<file path="src/rtl/ftc_pkg.sv">
package ftc_pkg;
    typedef enum logic [2:0] {
        SEL_NONE,
        SEL_CFG,
        SEL_TLO,
        SEL_THI,
        SEL_INC
    } reg_sel_e;
endpackage

</file>
<file path="src/rtl/ftc_decode.sv">
module ftc_decode #(
    parameter int          ADDR_W  = 12,
    parameter logic [11:0] OFF_CFG = 12'hF00,
    parameter logic [11:0] OFF_TLO = 12'hF08,
    parameter logic [11:0] OFF_THI = 12'hF10,
    parameter logic [11:0] OFF_INC = 12'hF18
) (
    input  logic [ADDR_W-1:0] addr,
    output ftc_pkg::reg_sel_e sel
);
    always_comb begin
        if (addr == ADDR_W'(OFF_CFG))      sel = ftc_pkg::SEL_CFG;
        else if (addr == ADDR_W'(OFF_TLO)) sel = ftc_pkg::SEL_TLO;
        else if (addr == ADDR_W'(OFF_THI)) sel = ftc_pkg::SEL_THI;
        else if (addr == ADDR_W'(OFF_INC)) sel = ftc_pkg::SEL_INC;
        else                               sel = ftc_pkg::SEL_NONE;
    end
endmodule

</file>
<file path="src/rtl/ftc_regs.sv">
module ftc_regs #(
    parameter int DATA_W = 64,
    parameter int FRAC_W = 32,
    localparam int ACC_W = DATA_W + FRAC_W
) (
    input  logic              clk,
    input  logic              rst_n,
    input  logic              req_valid,
    input  logic              req_write,
    input  ftc_pkg::reg_sel_e sel,
    input  logic [DATA_W-1:0] wdata,
    input  logic [ACC_W-1:0]  acc,
    output logic              en,
    output logic [DATA_W-1:0] inc,
    output logic              load,
    output logic [DATA_W-1:0] load_ns,
    output logic              rsp_valid,
    output logic [DATA_W-1:0] rsp_rdata
);
    typedef struct packed {
        logic              en;
        logic [DATA_W-1:0] inc;
        logic              rvld;
        logic [DATA_W-1:0] rdat;
    } regs_t;

    regs_t q, d;
    logic  wr_hit, rd_hit;
    logic [DATA_W-1:0] rd_mux;

    always_comb begin
        wr_hit = req_valid && req_write;
        rd_hit = req_valid && !req_write;
        case (sel)
            ftc_pkg::SEL_CFG: rd_mux = {{(DATA_W-1){1'b0}}, q.en};
            ftc_pkg::SEL_TLO: rd_mux = {{(DATA_W-FRAC_W){1'b0}}, acc[FRAC_W-1:0]};
            ftc_pkg::SEL_THI: rd_mux = acc[ACC_W-1:FRAC_W];
            ftc_pkg::SEL_INC: rd_mux = q.inc;
            default:          rd_mux = '0;
        endcase
        d      = q;
        d.rvld = rd_hit;
        if (rd_hit) d.rdat = rd_mux;
        if (wr_hit) begin
            case (sel)
                ftc_pkg::SEL_CFG: d.en  = wdata[0];
                ftc_pkg::SEL_INC: d.inc = wdata;
                default: ;
            endcase
        end
    end

    always_ff @(posedge clk) begin
        if (!rst_n) q <= '0;
        else        q <= d;
    end

    assign en        = q.en;
    assign inc       = q.inc;
    assign load      = wr_hit && (sel == ftc_pkg::SEL_THI);
    assign load_ns   = wdata;
    assign rsp_valid = q.rvld;
    assign rsp_rdata = q.rdat;


    ignored_write_chk: assert property (@(posedge clk) disable iff (!rst_n)
        (req_valid && req_write && (sel == ftc_pkg::SEL_TLO || sel == ftc_pkg::SEL_NONE))
        |=> ($stable(en) && $stable(inc)));
endmodule

</file>
<file path="src/rtl/ftc_accum.sv">
module ftc_accum #(
    parameter int DATA_W = 64,
    parameter int FRAC_W = 32,
    localparam int ACC_W = DATA_W + FRAC_W
) (
    input  logic              clk,
    input  logic              rst_n,
    input  logic              en,
    input  logic [DATA_W-1:0] inc,
    input  logic              load,
    input  logic [DATA_W-1:0] load_ns,
    output logic [ACC_W-1:0]  acc
);
    typedef struct packed {
        logic [ACC_W-1:0] acc;
    } acc_t;

    acc_t q, d;
    logic [ACC_W-1:0] inc_ext;

    always_comb begin
        inc_ext = {{(ACC_W-DATA_W){1'b0}}, inc};
        d = q;
        if (load)    d.acc = {load_ns, {FRAC_W{1'b0}}};
        else if (en) d.acc = q.acc + inc_ext;
    end

    always_ff @(posedge clk) begin
        if (!rst_n) q <= '0;
        else        q <= d;
    end

    assign acc = q.acc;


    hold_when_off_chk: assert property (@(posedge clk) disable iff (!rst_n)
        (!en && !load) |=> $stable(acc));


    load_clears_frac_chk: assert property (@(posedge clk) disable iff (!rst_n)
        load |=> (acc[FRAC_W-1:0] == '0 && acc[ACC_W-1:FRAC_W] == $past(load_ns)));
endmodule

</file>
<file path="src/rtl/ftc_top.sv">
module ftc_top #(
    parameter int ADDR_W = 12,
    parameter int DATA_W = 64,
    parameter int FRAC_W = 32,
    localparam int ACC_W = DATA_W + FRAC_W
) (
    input  logic              clk,
    input  logic              rst_n,
    input  logic              req_valid,
    input  logic              req_write,
    input  logic [ADDR_W-1:0] req_addr,
    input  logic [DATA_W-1:0] req_wdata,
    output logic              rsp_valid,
    output logic [DATA_W-1:0] rsp_rdata
);
    ftc_pkg::reg_sel_e sel_w;
    logic              en_w, load_w;
    logic [DATA_W-1:0] inc_w, load_ns_w;
    logic [ACC_W-1:0]  acc_w;

    ftc_decode #(.ADDR_W(ADDR_W)) i_decode (
        .addr (req_addr),
        .sel  (sel_w)
    );

    ftc_regs #(.DATA_W(DATA_W), .FRAC_W(FRAC_W)) i_regs (
        .clk       (clk),
        .rst_n     (rst_n),
        .req_valid (req_valid),
        .req_write (req_write),
        .sel       (sel_w),
        .wdata     (req_wdata),
        .acc       (acc_w),
        .en        (en_w),
        .inc       (inc_w),
        .load      (load_w),
        .load_ns   (load_ns_w),
        .rsp_valid (rsp_valid),
        .rsp_rdata (rsp_rdata)
    );

    ftc_accum #(.DATA_W(DATA_W), .FRAC_W(FRAC_W)) i_accum (
        .clk     (clk),
        .rst_n   (rst_n),
        .en      (en_w),
        .inc     (inc_w),
        .load    (load_w),
        .load_ns (load_ns_w),
        .acc     (acc_w)
    );


    step_by_inc_chk: assert property (@(posedge clk) disable iff (!rst_n)
        (en_w && !load_w) |=> (acc_w - $past(acc_w) == {{(ACC_W-DATA_W){1'b0}}, $past(inc_w)}));


    read_resp_chk: assert property (@(posedge clk) disable iff (!rst_n)
        (req_valid && !req_write) |=> rsp_valid);


    no_spurious_resp_chk: assert property (@(posedge clk) disable iff (!rst_n)
        !(req_valid && !req_write) |=> !rsp_valid);
endmodule

</file>
<file path="config.mk">
export PLATFORM = sky130hd
export DESIGN_NAME = ftc_top
export DESIGN_NICKNAME = d
export VERILOG_FILES = /design/src/rtl/ftc_pkg.sv /design/src/rtl/ftc_decode.sv /design/src/rtl/ftc_regs.sv /design/src/rtl/ftc_accum.sv /design/src/rtl/ftc_top.sv
export SDC_FILE = /design/constraint.sdc
export NUM_CORES = 1
export LEC_CHECK = 0
export CORE_MARGIN = 2
export CORE_UTILIZATION = 39
export CTS_CLUSTER_DIAMETER = 80
export DETAILED_ROUTE_END_ITERATION = 7
export GPL_ROUTABILITY_DRIVEN = 0
export PLACE_DENSITY_LB_ADDON = 0.05
export REMOVE_ABC_BUFFERS = 1
export SLEW_MARGIN = 20
export SYNTH_ARGS = -nofsm -noshare
export SYNTH_HDL_FRONTEND = slang
export SYNTH_SLANG_ARGS = --single-unit
</file>
<file path="constraint.sdc">
create_clock -name clk -period 3.24 [get_ports clk]
set_input_delay 0.486 -clock clk [delete_from_list [all_inputs] [get_ports clk]]
set_output_delay 0.486 -clock clk [all_outputs]
set_load 0.01 [all_outputs]
</file>
==> metrics.cfg, run 1 <==
[setup_path]
timing.critical_path.slowest_stage_cell=sky130_fd_sc_hd__o311a_4
criticalPathCategory=reg -> reg
crit_fanout=8
worst-endpoint-arrival_ns=3.62
worst_setup_path_start_kind=register
worst-endpoint-required_ns=3.71
critical_path.most_common_cell=sky130_fd_sc_hd__a21oi_2
crit_path_max_incr_delay_ns=0.42
reg2reg_setup_slack_ns=0.09
cp_cell_sequence=ha_1 -> fa_2 -> a211oi_4 -> o21bai_1 -> a21oi_2 -> o311a_4 -> o21a_2 -> o21ai_4 -> a21oi_2 -> buf_4 -> or3_1 -> a311oi_1
endpoint_kind=register

[placement]
buffer_ports.inserted=144
dp_hpwl_mm=36.2
post-place-ws_ns=-0.0192

[power]
design_power_total_mw=6.36
netSwitchingPower_mw=1.48
power.switching_fraction_pct=23.3
internal_power_mw=4.88
leakage_nw=6.39
power_per_standard_cell_area_nw_per_um2=366
seq_power_share_pct=43.8
max-vdd-ir-drop_uv=366
pwr-share-comb_pct=4.6
clock_power_share_pct=51.7

[drt]
finalWirelength_mm=49.7
drt_pass_1_iters=5
route.detailed.drc=0
drt-initial-drc-count=1038
num_vias=13900
detail_route.vias_per_cell=5.67
wl_per_cell_um=20.3
antenna_left=0

[run]
max_cap_violations=0

[clock_tree]
clock-root-buffer=sky130_fd_sc_hd__clkbuf_16
number_of_sinks_on_the_clock_net=226
h-tree-depth=1
numCtsBuffers=28
clock_path_buffers=3
tritoncts_clock_tree=yes
clock_network_latency_to_the_later_pin_of_the_worst_skew_pair_ns=0.56
clkTransAtPathRegs_ns=0.06

[global_routing]
grt_overflow=0
largest_net_degree_at_the_start_of_global_routing=98
grtUsageTotal_pct=26.3
first_global_vias=13300
grt_pass1_wl_mm=76.3
number_of_antenna_violations_at_the_first_check_in_global_routing=0

[yosys]
synth_async_sr_flop_share_pct=0
synthesized_instance_count=1822
synth_edf_count=0
avgSynthCellArea_sq_um=7.64
synth.yosys.seq_area_share_pct=32.5
ys_seq_elements=226
synth_cell_types=74
ys.flop_type=sky130_fd_sc_hd__dfxtp_1
cell_area_after_synthesis_sq_um=13900
synth.yosys.warnings=0

[sta]
finalHoldViolCount=0
timing.final.crit_period_ns=3.15
setup_viol=0
clock-skew-final_ns=0.0213
achievable-frequency_mhz=317
tightestPinTransition_ns=0.899
fin_tns_setup_ns=0
timing.max_slew.rel_slack_pct=40.1
slew_violations=0
finalCritPeriodShare_pct=97.2
worst_slack_ns=0.0902

[floorplanning]
floorplan.io_pins=145
core_region_area_sq_um=35400
die-width_um=193
dieHeight_um=193
fp.dieArea_sq_um=37200
std_cell_rows=69
initial_utilization_pct=39.3

[run_status]
outcome=complete, no violations

[min_path]
hold_class=in -> reg

[final_layout]
drive_gt1_share_pct=12.0
syn2layout_area_growth_pct=25.0
final_cell_mix=sky130_fd_sc_hd__a21oi_1 (283), sky130_fd_sc_hd__dfxtp_1 (225), sky130_fd_sc_hd__nand2_1 (216)
fin_nets=2116
antenna-diode-count=0
most_common_cell_after_layout_fill_and_taps_aside=sky130_fd_sc_hd__a21oi_1

[state kept, by name, summed over array words and instances, names as in the netlist]
| signal | cells |
|---|---|
| i_accum.acc | 96 |
| i_regs.en | 1 |
| i_regs.inc | 64 |
| i_regs.rsp_rdata | 64 |
| i_regs.rsp_valid | 1 |
[routing by layer]
layer  vias up  GRT usage, %  routed length, um
met5         -             0                  0
met4         0          8.45               1690
met3        99          2.93               2290
met2       376          44.1              23100
met1      6616          35.4              22600
li1       6806             -                  -
[power by group through the flow]
stage	logic, mW	clock network, mW	registers, mW
final	0.291	3.29	2.78
after global routing	0.310	3.45	2.78
after CTS	0.294	3.35	2.78
after detailed placement	0.293	0	2.85
after global placement	0.293	0	2.85
after floorplan	0.0727	0	2.85
[cell families (layout without fill, tap and decap cells)]
| family | after synthesis | count (layout) | synth area share (%) |
|---|---|---|---|
| and+or+nand+nor | 618 | 618 | 19.5 |
| AOI/OAI and AO/OA | 573 | 573 | 25.1 |
| DFF | 226 | 226 | 32.5 |
| buffers and inverters | 161 | 330 | 4.49 |
| muxes | 96 | 96 | 7.26 |
| xor gates and xnor gates | 83 | 83 | 5.22 |
| adders and majority gates | 65 | 65 | 5.90 |
[synthesized netlist by cell type (all sizes together) (8+ instances only)]
cell / instances / share of area, %
and3: 14 / 0.63
a21o: 38 / 2.0
or3: 8 / 0.36
o21a: 8 / 0.43
nand4: 42 / 1.9
nor3: 64 / 2.4
clkbuf: 108 / 2.9
a21oi: 287 / 10
nand3: 28 / 1.0
a221oi: 9 / 0.61
nand2: 217 / 5.9
a31oi: 9 / 0.40
nor2: 210 / 5.7
xnor2: 60 / 3.8
xor2: 23 / 1.4
o211ai: 12 / 0.72
a22oi: 31 / 1.7
mux2i: 65 / 4.7
o21bai: 17 / 0.92
o21ai: 102 / 3.8
a211oi: 20 / 1.2
nor4: 8 / 0.36
inv: 28 / 0.76
buf: 25 / 0.81
dfxtp: 226 / 33
mux2: 30 / 2.4
o31ai: 8 / 0.60
ha: 64 / 5.8
[path summary, 6_finish.rpt]
check	end	cells after the start	from
min reg2reg	i_regs.inc[5]	2	i_regs.inc[5]
max reg2reg	i_accum.acc[94]	12	i_accum.acc[0]
min	i_regs.rsp_rdata[52]	3	rst_n
max	i_accum.acc[94]	12	i_accum.acc[0]
[area by class of cell]
type	count	area, sq um
clock buffer	37	764
tap	461	577
clock inverter	13	189
timing repair buffer	252	2320
sequential	226	4530
inverter	28	108
multi-input combinational	1435	8910
fill	3624	18000
[critical path: cells and delay by family, from the launching register on]
| kind | cells | cell delay, ns |
|---|---|---|
| AOI/OAI and AO/OA | 8 | 1.67 |
| adders and majority gates | 2 | 0.54 |
| and+or+nand+nor | 1 | 0.34 |
| DFF | 1 | 0.33 |
| buffers and inverters | 1 | 0.18 |
[through the flow]
stage	util, %	instances	instance area, sq um	hold slack, ns
5_1_grt	49.1	2452	17400	0.422
2_1_floorplan	-	1689	13400	0.450
4_1_cts	48.8	2451	17300	0.391
3_3_place_gp	46.1	2401	16300	0.462
3_5_place_dp	46.1	2401	16300	0.466
6_report	49.1	2452	17400	0.385
[repair_timing]
item,CTS,global route
pin swaps,1,5
hold buffers,0,0
setup endpoints to repair,4,29
setup buffers,0,1
gates resized for setup,1,22
(Power assumes the default switching activity.)
==> run 2: changes to the inputs <==
- CTS_BUF_LIST: unset -> sky130_fd_sc_hd__clkbuf_2 sky130_fd_sc_hd__clkbuf_4 sky130_fd_sc_hd__clkbuf_8
- MAX_ROUTING_LAYER: unset -> met4
==> run 2 against run 1 <==
Net effect: final cell count grew 1.2%; utilization increased by 0.16 points; clock power about the same; via count up 0.27%; sequential share of layout area down 0.086 points; sequential cell count unchanged; combinational power is essentially flat; clock skew grew 0.020 ns; total power decreased by 0.43%; count of clock-buffer cells in the layout grew 28; hold slack worse by 0.066 ns; register-to-register slack about the same.
==> metrics.cfg, run 2 (synthesis gave the netlist of run 1 again) <==
[drt]
detail_route.vias_per_cell=5.62  ; was 5.67
finalWirelength_mm=50.0  ; was 49.7 mm
route.detailed.drc=0  ; unchanged
drt_pass_1_iters=5  ; unchanged
antenna_left=0  ; unchanged
num_vias=13900  ; about the same
wl_per_cell_um=20.2  ; was 20.3 um
drt-initial-drc-count=972  ; was 1,038

[clock_tree]
clkTransAtPathRegs_ns=0.06  ; about the same
tritoncts_clock_tree=yes  ; unchanged
clock-root-buffer=sky130_fd_sc_hd__clkbuf_8  ; was sky130_fd_sc_hd__clkbuf_16
clock_path_buffers=3  ; unchanged
number_of_sinks_on_the_clock_net=226  ; unchanged
h-tree-depth=2  ; was 1
cts.hold.buffers_added=0  ; unchanged
numCtsBuffers=44  ; was 28
clock_network_latency_to_the_later_pin_of_the_worst_skew_pair_ns=0.64  ; was 0.56 ns

[global_routing]
grt_busiest_layer=met2  ; unchanged
grt_pass1_wl_mm=76.8  ; was 76.3 mm
largest_net_degree_at_the_start_of_global_routing=98  ; unchanged
number_of_antenna_violations_at_the_first_check_in_global_routing=0  ; unchanged
grtUsageMet1_pct=35.1  ; was 35.4%
grtUsageTotal_pct=27.5  ; was 26.3%
grt_overflow=0  ; unchanged
first_global_vias=13500  ; was 13,300
grt_use_met3_pct=3.91  ; was 2.93%
groute.layer.met2.usage_pct=44.1  ; about the same

[run_status]
outcome=complete, no violations  ; unchanged

[min_path]
holdPathStages=3  ; unchanged
min_from=rst_n  ; unchanged
hold_end=i_regs.rsp_rdata[52]  ; unchanged
hold_class=in -> reg  ; unchanged

[floorplanning]
die-width_um=193  ; unchanged
dieHeight_um=193  ; unchanged
floorplan.io_pins=145  ; unchanged
std_cell_rows=69  ; unchanged
core_region_area_sq_um=35400  ; unchanged
initial_utilization_pct=39.3  ; unchanged
fp.dieArea_sq_um=37200  ; unchanged

[final_layout]
area_of_all_sequential_standard_cells_sq_um=4530  ; unchanged
syn2layout_area_growth_pct=25.4  ; was 25.0%
final_cell_mix=sky130_fd_sc_hd__a21oi_1 (282), sky130_fd_sc_hd__dfxtp_1 (225), sky130_fd_sc_hd__nand2_1 (216)  ; was sky130_fd_sc_hd__a21oi_1 (283), sky130_fd_sc_hd__dfxtp_1 (225), sky130_fd_sc_hd__nand2_1 (216)
antenna-diode-count=0  ; unchanged
num-fill-cells=3615  ; was 3,624
largest_reg_flops=96  ; unchanged
most_common_cell_after_layout_fill_and_taps_aside=sky130_fd_sc_hd__a21oi_1  ; unchanged
fin_nets=2132  ; was 2,116
multi_input_comb_area_sq_um=8920  ; was 8910 sq um
layout.cells.non_filler=2481  ; was 2,452
drive_gt1_share_pct=13.6  ; was 12.0%

[sta]
timing.final.crit_period_ns=3.16  ; was 3.15 ns
rsz_0062_raised_after_global_routing=yes
tightestPinTransition_ns=0.901  ; was 0.899 ns
hold_slack_ns=0.319  ; was 0.385 ns
slew_violations=0  ; unchanged
achievable-frequency_mhz=317  ; about the same
setup_viol=0  ; unchanged
finalHoldViolCount=0  ; unchanged
timing.max_slew.rel_slack_pct=39.7  ; was 40.1%
finalCritPeriodShare_pct=97.5  ; was 97.2%
clock-skew-final_ns=0.0409  ; was 0.0213 ns

[setup_path]
crit_path_max_incr_delay_ns=0.42  ; about the same
endpoint_kind=register  ; unchanged
worst_setup_path_start_kind=register  ; unchanged
worst_r2r_startpoint=i_accum.acc[0]  ; unchanged
crit_fanout=8  ; unchanged
path_delay_family=compound AO/OA/AOI/OAI gates  ; unchanged
cp_cell_sequence=ha_1 -> fa_1 -> a211oi_4 -> o21bai_1 -> a21oi_2 -> o311a_4 -> o21a_2 -> o21ai_4 -> a21oi_2 -> buf_4 -> or3_1 -> a311oi_1  ; was ha_1 -> fa_2 -> a211oi_4 -> o21bai_1 -> a21oi_2 -> o311a_4 -> o21a_2 -> o21ai_4 -> a21oi_2 -> buf_4 -> or3_1 -> a311oi_1
reg2reg_setup_slack_ns=0.08  ; was 0.09 ns
criticalPathCategory=reg -> reg  ; unchanged
timing.critical_path.buf_inv=1  ; unchanged
timing.critical_path.slowest_stage_cell=sky130_fd_sc_hd__o311a_4  ; unchanged
worst-endpoint-arrival_ns=3.70  ; was 3.62 ns
critical_path.most_common_cell=sky130_fd_sc_hd__a21oi_2  ; unchanged
worst_r2r_path_depth=12  ; unchanged
timing.rr.end=i_accum.acc[94]  ; unchanged
worst-endpoint-required_ns=3.78  ; was 3.71 ns

[power]
leakage_nw=6.45  ; was 6.39 nW
design_power_total_mw=6.34  ; was 6.36 mW
max-vdd-ir-drop_uv=305  ; was 366 uV
power_per_standard_cell_area_nw_per_um2=363  ; was 366 nW/um^2

[placement]
dp_hpwl_mm=36.2  ; unchanged
dp.cells=2401  ; unchanged
buffer_ports.inserted=144  ; unchanged

[run]
max_cap_violations=0  ; unchanged

==> run 2: area by class of cell <==
cell class	instances	share of cell area (%)
Clock buffer	65	4.73
Clock inverter	14	1.00
Sequential cell	226	25.9
Tap cell	461	3.31
Multi-Input combinational cell	1435	51.1
Inverter	28	0.617
Timing Repair Buffer	252	13.3
==> run 2: worst reg2reg max path, cell delays in order, from the launching register on <==
cell	delay [ns]
sky130_fd_sc_hd__dfxtp_1	0.33
sky130_fd_sc_hd__ha_1	0.24
sky130_fd_sc_hd__fa_1	0.31
sky130_fd_sc_hd__a211oi_4	0.11
sky130_fd_sc_hd__o21bai_1	0.21
sky130_fd_sc_hd__a21oi_2	0.12
sky130_fd_sc_hd__o311a_4	0.42
sky130_fd_sc_hd__o21a_2	0.27
sky130_fd_sc_hd__o21ai_4	0.22
sky130_fd_sc_hd__a21oi_2	0.09
sky130_fd_sc_hd__buf_4	0.18
sky130_fd_sc_hd__or3_1	0.34
sky130_fd_sc_hd__a311oi_1	0.25
==> run 2: worst max path at each step <==
stage / start / to / slack (ns) / cells past startpoint
3_3_place_gp: i_accum.acc[30] / i_accum.acc[84] / 0.06 / 13
6_report: i_accum.acc[0] / i_accum.acc[94] / 0.08 / 12
2_1_floorplan: req_addr[11] / i_accum.acc[71] / -1.18 / 10
4_1_cts: i_accum.acc[0] / i_accum.acc[86] / 0.01 / 13
3_5_place_dp: i_accum.acc[0] / i_accum.acc[86] / -0.02 / 13
5_1_grt: i_accum.acc[0] / i_accum.acc[90] / -0.04 / 13
==> run 2: per-stage QoR <==
stage | util [%] | setup WS [ns] | cell area, sq um | TNS, ns
detailed placement | 46.1 | -0.0192 | 16300 | -0.0326
floorplan | - | -1.18 | 13400 | -80.46
global placement | 46.1 | 0.0626 | 16300 | 0
global route | 49.3 | -0.0386 | 17400 | -0.163
finish | 49.3 | 0.0812 | 17400 | 0
CTS | 48.9 | 0.00993 | 17300 | 0
==> run 2: repair_timing <==
item                                    CTS  global route
pin swaps                                 1             5
setup buffers                             0             1
endpoints found under the setup margin    2            28
resized for setup                         1            23
==> run 2: report_power, final <==
group / internal (mW) / switching (mW)
registers: 2.78 / 0.00302
clock network: 1.89 / 1.37
logic: 0.123 / 0.169
total: 4.80 / 1.54
==> run 2: metal layers <==
layer,share of wire (%),vias to the layer above
met5,0,-
met4,3.6,0
met3,5.4,120
met2,46,414
met1,45,6564
li1,-,6837
==> run 3: changes to the inputs <==
--- a/config.mk
+++ b/config.mk
@@ -12,4 +12,5 @@
 export DETAILED_ROUTE_END_ITERATION = 7
 export GPL_ROUTABILITY_DRIVEN = 0
+export HOLD_SLACK_MARGIN = 0.1
 export MAX_ROUTING_LAYER = met4
 export PLACE_DENSITY_LB_ADDON = 0.05
==> constraint.sdc (replaced) <==
create_clock -name clk -period 3.24 [get_ports clk]
set_input_delay 0.648 -clock clk [delete_from_list [all_inputs] [get_ports clk]]
set_output_delay 0.648 -clock clk [all_outputs]
set_load 0.01 [all_outputs]
==> run 3 against run 2 <==
Net effect: final cell count increased by 0.40%; non-clock buffer count increased by 7; total power increased by 2.0%; design area increased by 0.78%; critical path depth decreased by 1; global-route usage increased by 0.15 points; hold slack improved by 0.14 ns.
==> metrics.cfg, run 3 (synthesis gave the netlist of run 1 again) <==
[final_layout]
layout.cells.non_filler=2491  ; was 2,481
most_common_cell_after_layout_fill_and_taps_aside=sky130_fd_sc_hd__a21oi_1  ; unchanged
multi_input_comb_area_sq_um=8950  ; was 8920 sq um
num-fill-cells=3574  ; was 3,615
fin_nets=2140  ; was 2,132
final_cell_mix=sky130_fd_sc_hd__a21oi_1 (283), sky130_fd_sc_hd__dfxtp_1 (225), sky130_fd_sc_hd__nand2_1 (216)  ; was sky130_fd_sc_hd__a21oi_1 (282), sky130_fd_sc_hd__dfxtp_1 (225), sky130_fd_sc_hd__nand2_1 (216)
syn2layout_area_growth_pct=26.4  ; was 25.4%
largest_reg_flops=96  ; unchanged
area_of_all_sequential_standard_cells_sq_um=4530  ; unchanged
drive_gt1_share_pct=14.3  ; was 13.6%

[global_routing]
first_global_vias=13600  ; was 13,500
grt_pass1_wl_mm=77.3  ; was 76.8 mm
largest_net_degree_at_the_start_of_global_routing=98  ; unchanged
grt_overflow=0  ; unchanged
grtUsageTotal_pct=27.7  ; was 27.5%
number_of_antenna_violations_at_the_first_check_in_global_routing=1  ; was 0

[power]
power_per_standard_cell_area_nw_per_um2=368  ; was 363 nW/um^2
design_power_total_mw=6.46  ; was 6.34 mW
max-vdd-ir-drop_uv=351  ; was 305 uV
leakage_nw=6.50  ; was 6.45 nW

[sta]
finalCritPeriodShare_pct=96.2  ; was 97.5%
finalHoldViolCount=0  ; unchanged
achievable-frequency_mhz=321  ; was 317 MHz
fin_tns_setup_ns=0  ; unchanged
timing.final.crit_period_ns=3.12  ; was 3.16 ns
slew_violations=0  ; unchanged
setup_viol=0  ; unchanged
hold_slack_ns=0.463  ; was 0.319 ns
timing.max_slew.rel_slack_pct=28.4  ; was 39.7%
tightestPinTransition_ns=1.07  ; was 0.901 ns
clock-skew-final_ns=0.0210  ; was 0.0409 ns

[clock_tree]
clock-root-buffer=sky130_fd_sc_hd__clkbuf_8  ; unchanged
number_of_sinks_on_the_clock_net=226  ; unchanged
clock_path_buffers=3  ; unchanged
h-tree-depth=2  ; unchanged
clock_network_latency_to_the_later_pin_of_the_worst_skew_pair_ns=0.62  ; was 0.64 ns
tritoncts_clock_tree=yes  ; unchanged
numCtsBuffers=45  ; was 44
clkTransAtPathRegs_ns=0.07  ; was 0.06 ns

[setup_path]
endpoint_kind=register  ; unchanged
crit_fanout=6  ; was 8
worst_setup_path_start_kind=register  ; unchanged
criticalPathCategory=reg -> reg  ; unchanged
worst-endpoint-required_ns=3.73  ; was 3.78 ns
worst-endpoint-arrival_ns=3.61  ; was 3.70 ns

[floorplanning]
initial_utilization_pct=39.3  ; unchanged
std_cell_rows=69  ; unchanged
core_region_area_sq_um=35400  ; unchanged
floorplan.io_pins=145  ; unchanged
dieHeight_um=193  ; unchanged
fp.dieArea_sq_um=37200  ; unchanged
die-width_um=193  ; unchanged

[placement]
dp_hpwl_mm=36.8  ; was 36.2 mm
buffer_ports.inserted=144  ; unchanged
dp.cells=2407  ; was 2,401

[drt]
wl_per_cell_um=20.3  ; was 20.2 um
antenna_left=0  ; unchanged
drt_pass_1_iters=5  ; unchanged
drt-initial-drc-count=795  ; was 972
detail_route.vias_per_cell=5.64  ; was 5.62
met2_length_mm=23.6  ; was 23.1 mm
top_layer_used=met4  ; unchanged
route.detailed.drc=0  ; unchanged
route.met3.wl_mm=2.15  ; was 2.71 mm
finalWirelength_mm=50.5  ; was 50.0 mm
num_vias=14000  ; was 13,900
drt-met1-wl_mm=23.0  ; was 22.4 mm

[run_status]
outcome=complete, no violations  ; unchanged

[min_path]
hold_class=in -> reg  ; unchanged

[run]
max_cap_violations=0  ; unchanged

[run 3: cell types whose count changed in the layout (fill, tap and decap cells not counted), moves of 2 or more]
| cell | delta |
|---|---|
| sky130_fd_sc_hd__buf_4 | +5 |
| sky130_fd_sc_hd__clkinvlp_4 | +3 |
| sky130_fd_sc_hd__nor3_1 | -3 |
| sky130_fd_sc_hd__nor3_2 | +3 |
| sky130_fd_sc_hd__buf_12 | +2 |
| sky130_fd_sc_hd__clkbuf_4 | -2 |
| sky130_fd_sc_hd__clkbuf_8 | +2 |
| sky130_fd_sc_hd__clkinv_8 | -2 |
| sky130_fd_sc_hd__nor2_1 | -2 |
| sky130_fd_sc_hd__nor2_2 | +2 |
[run 3: final timing paths]
path,start,to,slack (ns),depth (start not counted)
worst max-delay path,i_regs.inc[36],i_accum.acc[84],0.12,11
worst min-delay path,rst_n,i_accum.acc[58],0.46,3
worst max register to register,i_regs.inc[36],i_accum.acc[84],0.12,11
worst min register to register,i_regs.inc[16],i_regs.inc[16],0.48,2
[run 3: metrics by stage]
step	util [%]	instance area (sq um)	setup WS [ns]
detailed placement	46.3	16400	0.0384
global route	49.7	17600	-0.00313
CTS	49.2	17400	0.0244
finish	49.7	17600	0.122
floorplan	-	13400	-1.34
global placement	46.3	16400	0.0528
[run 3: what timing repair did]
action | 4_1_cts | 5_1_grt
endpoints found under the setup margin | 0 | 27
setup buffers | 0 | 2
gates resized for setup | 0 | 28
hold buffers | 0 | 0
[run 3: power breakdown]
group | leakage [nW] | switching [mW] | internal (mW) | total [mW]
clock | 0.536 | 1.39 | 1.99 | 3.38
sequential | 1.82 | 0.00306 | 2.78 | 2.79
combinational | 4.14 | 0.171 | 0.128 | 0.299
total | 6.50 | 1.56 | 4.90 | 6.46
[run 3: worst max-delay path, cell delays in order, from the launching register on]
cell and delay (ns):
sky130_fd_sc_hd__dfxtp_1 0.38, sky130_fd_sc_hd__ha_1 0.43, sky130_fd_sc_hd__nand2_1 0.20, sky130_fd_sc_hd__o31ai_2 0.39
sky130_fd_sc_hd__a221oi_1 0.15, sky130_fd_sc_hd__buf_4 0.17, sky130_fd_sc_hd__a2111oi_4 0.45, sky130_fd_sc_hd__o21ai_2 0.15
sky130_fd_sc_hd__a211oi_2 0.32, sky130_fd_sc_hd__buf_4 0.17, sky130_fd_sc_hd__xnor2_1 0.11, sky130_fd_sc_hd__a21oi_1 0.08
[run 3: final cells by class]
class / instances / share of cell area [%]
Antenna cell: 1 / 0.0142
Sequential cell: 226 / 25.7
Timing Repair Buffer: 259 / 13.6
Tap cell: 461 / 3.28
Multi-Input combinational cell: 1435 / 50.9
Clock inverter: 16 / 1.09
Inverter: 28 / 0.612
Clock buffer: 65 / 4.77
[run 3: routing by layer]
layer,global-route usage (%),up-vias
met5,-,-
met4,10.1,0
met3,3.20,116
met2,45.3,374
met1,35.3,6676
li1,-,6872
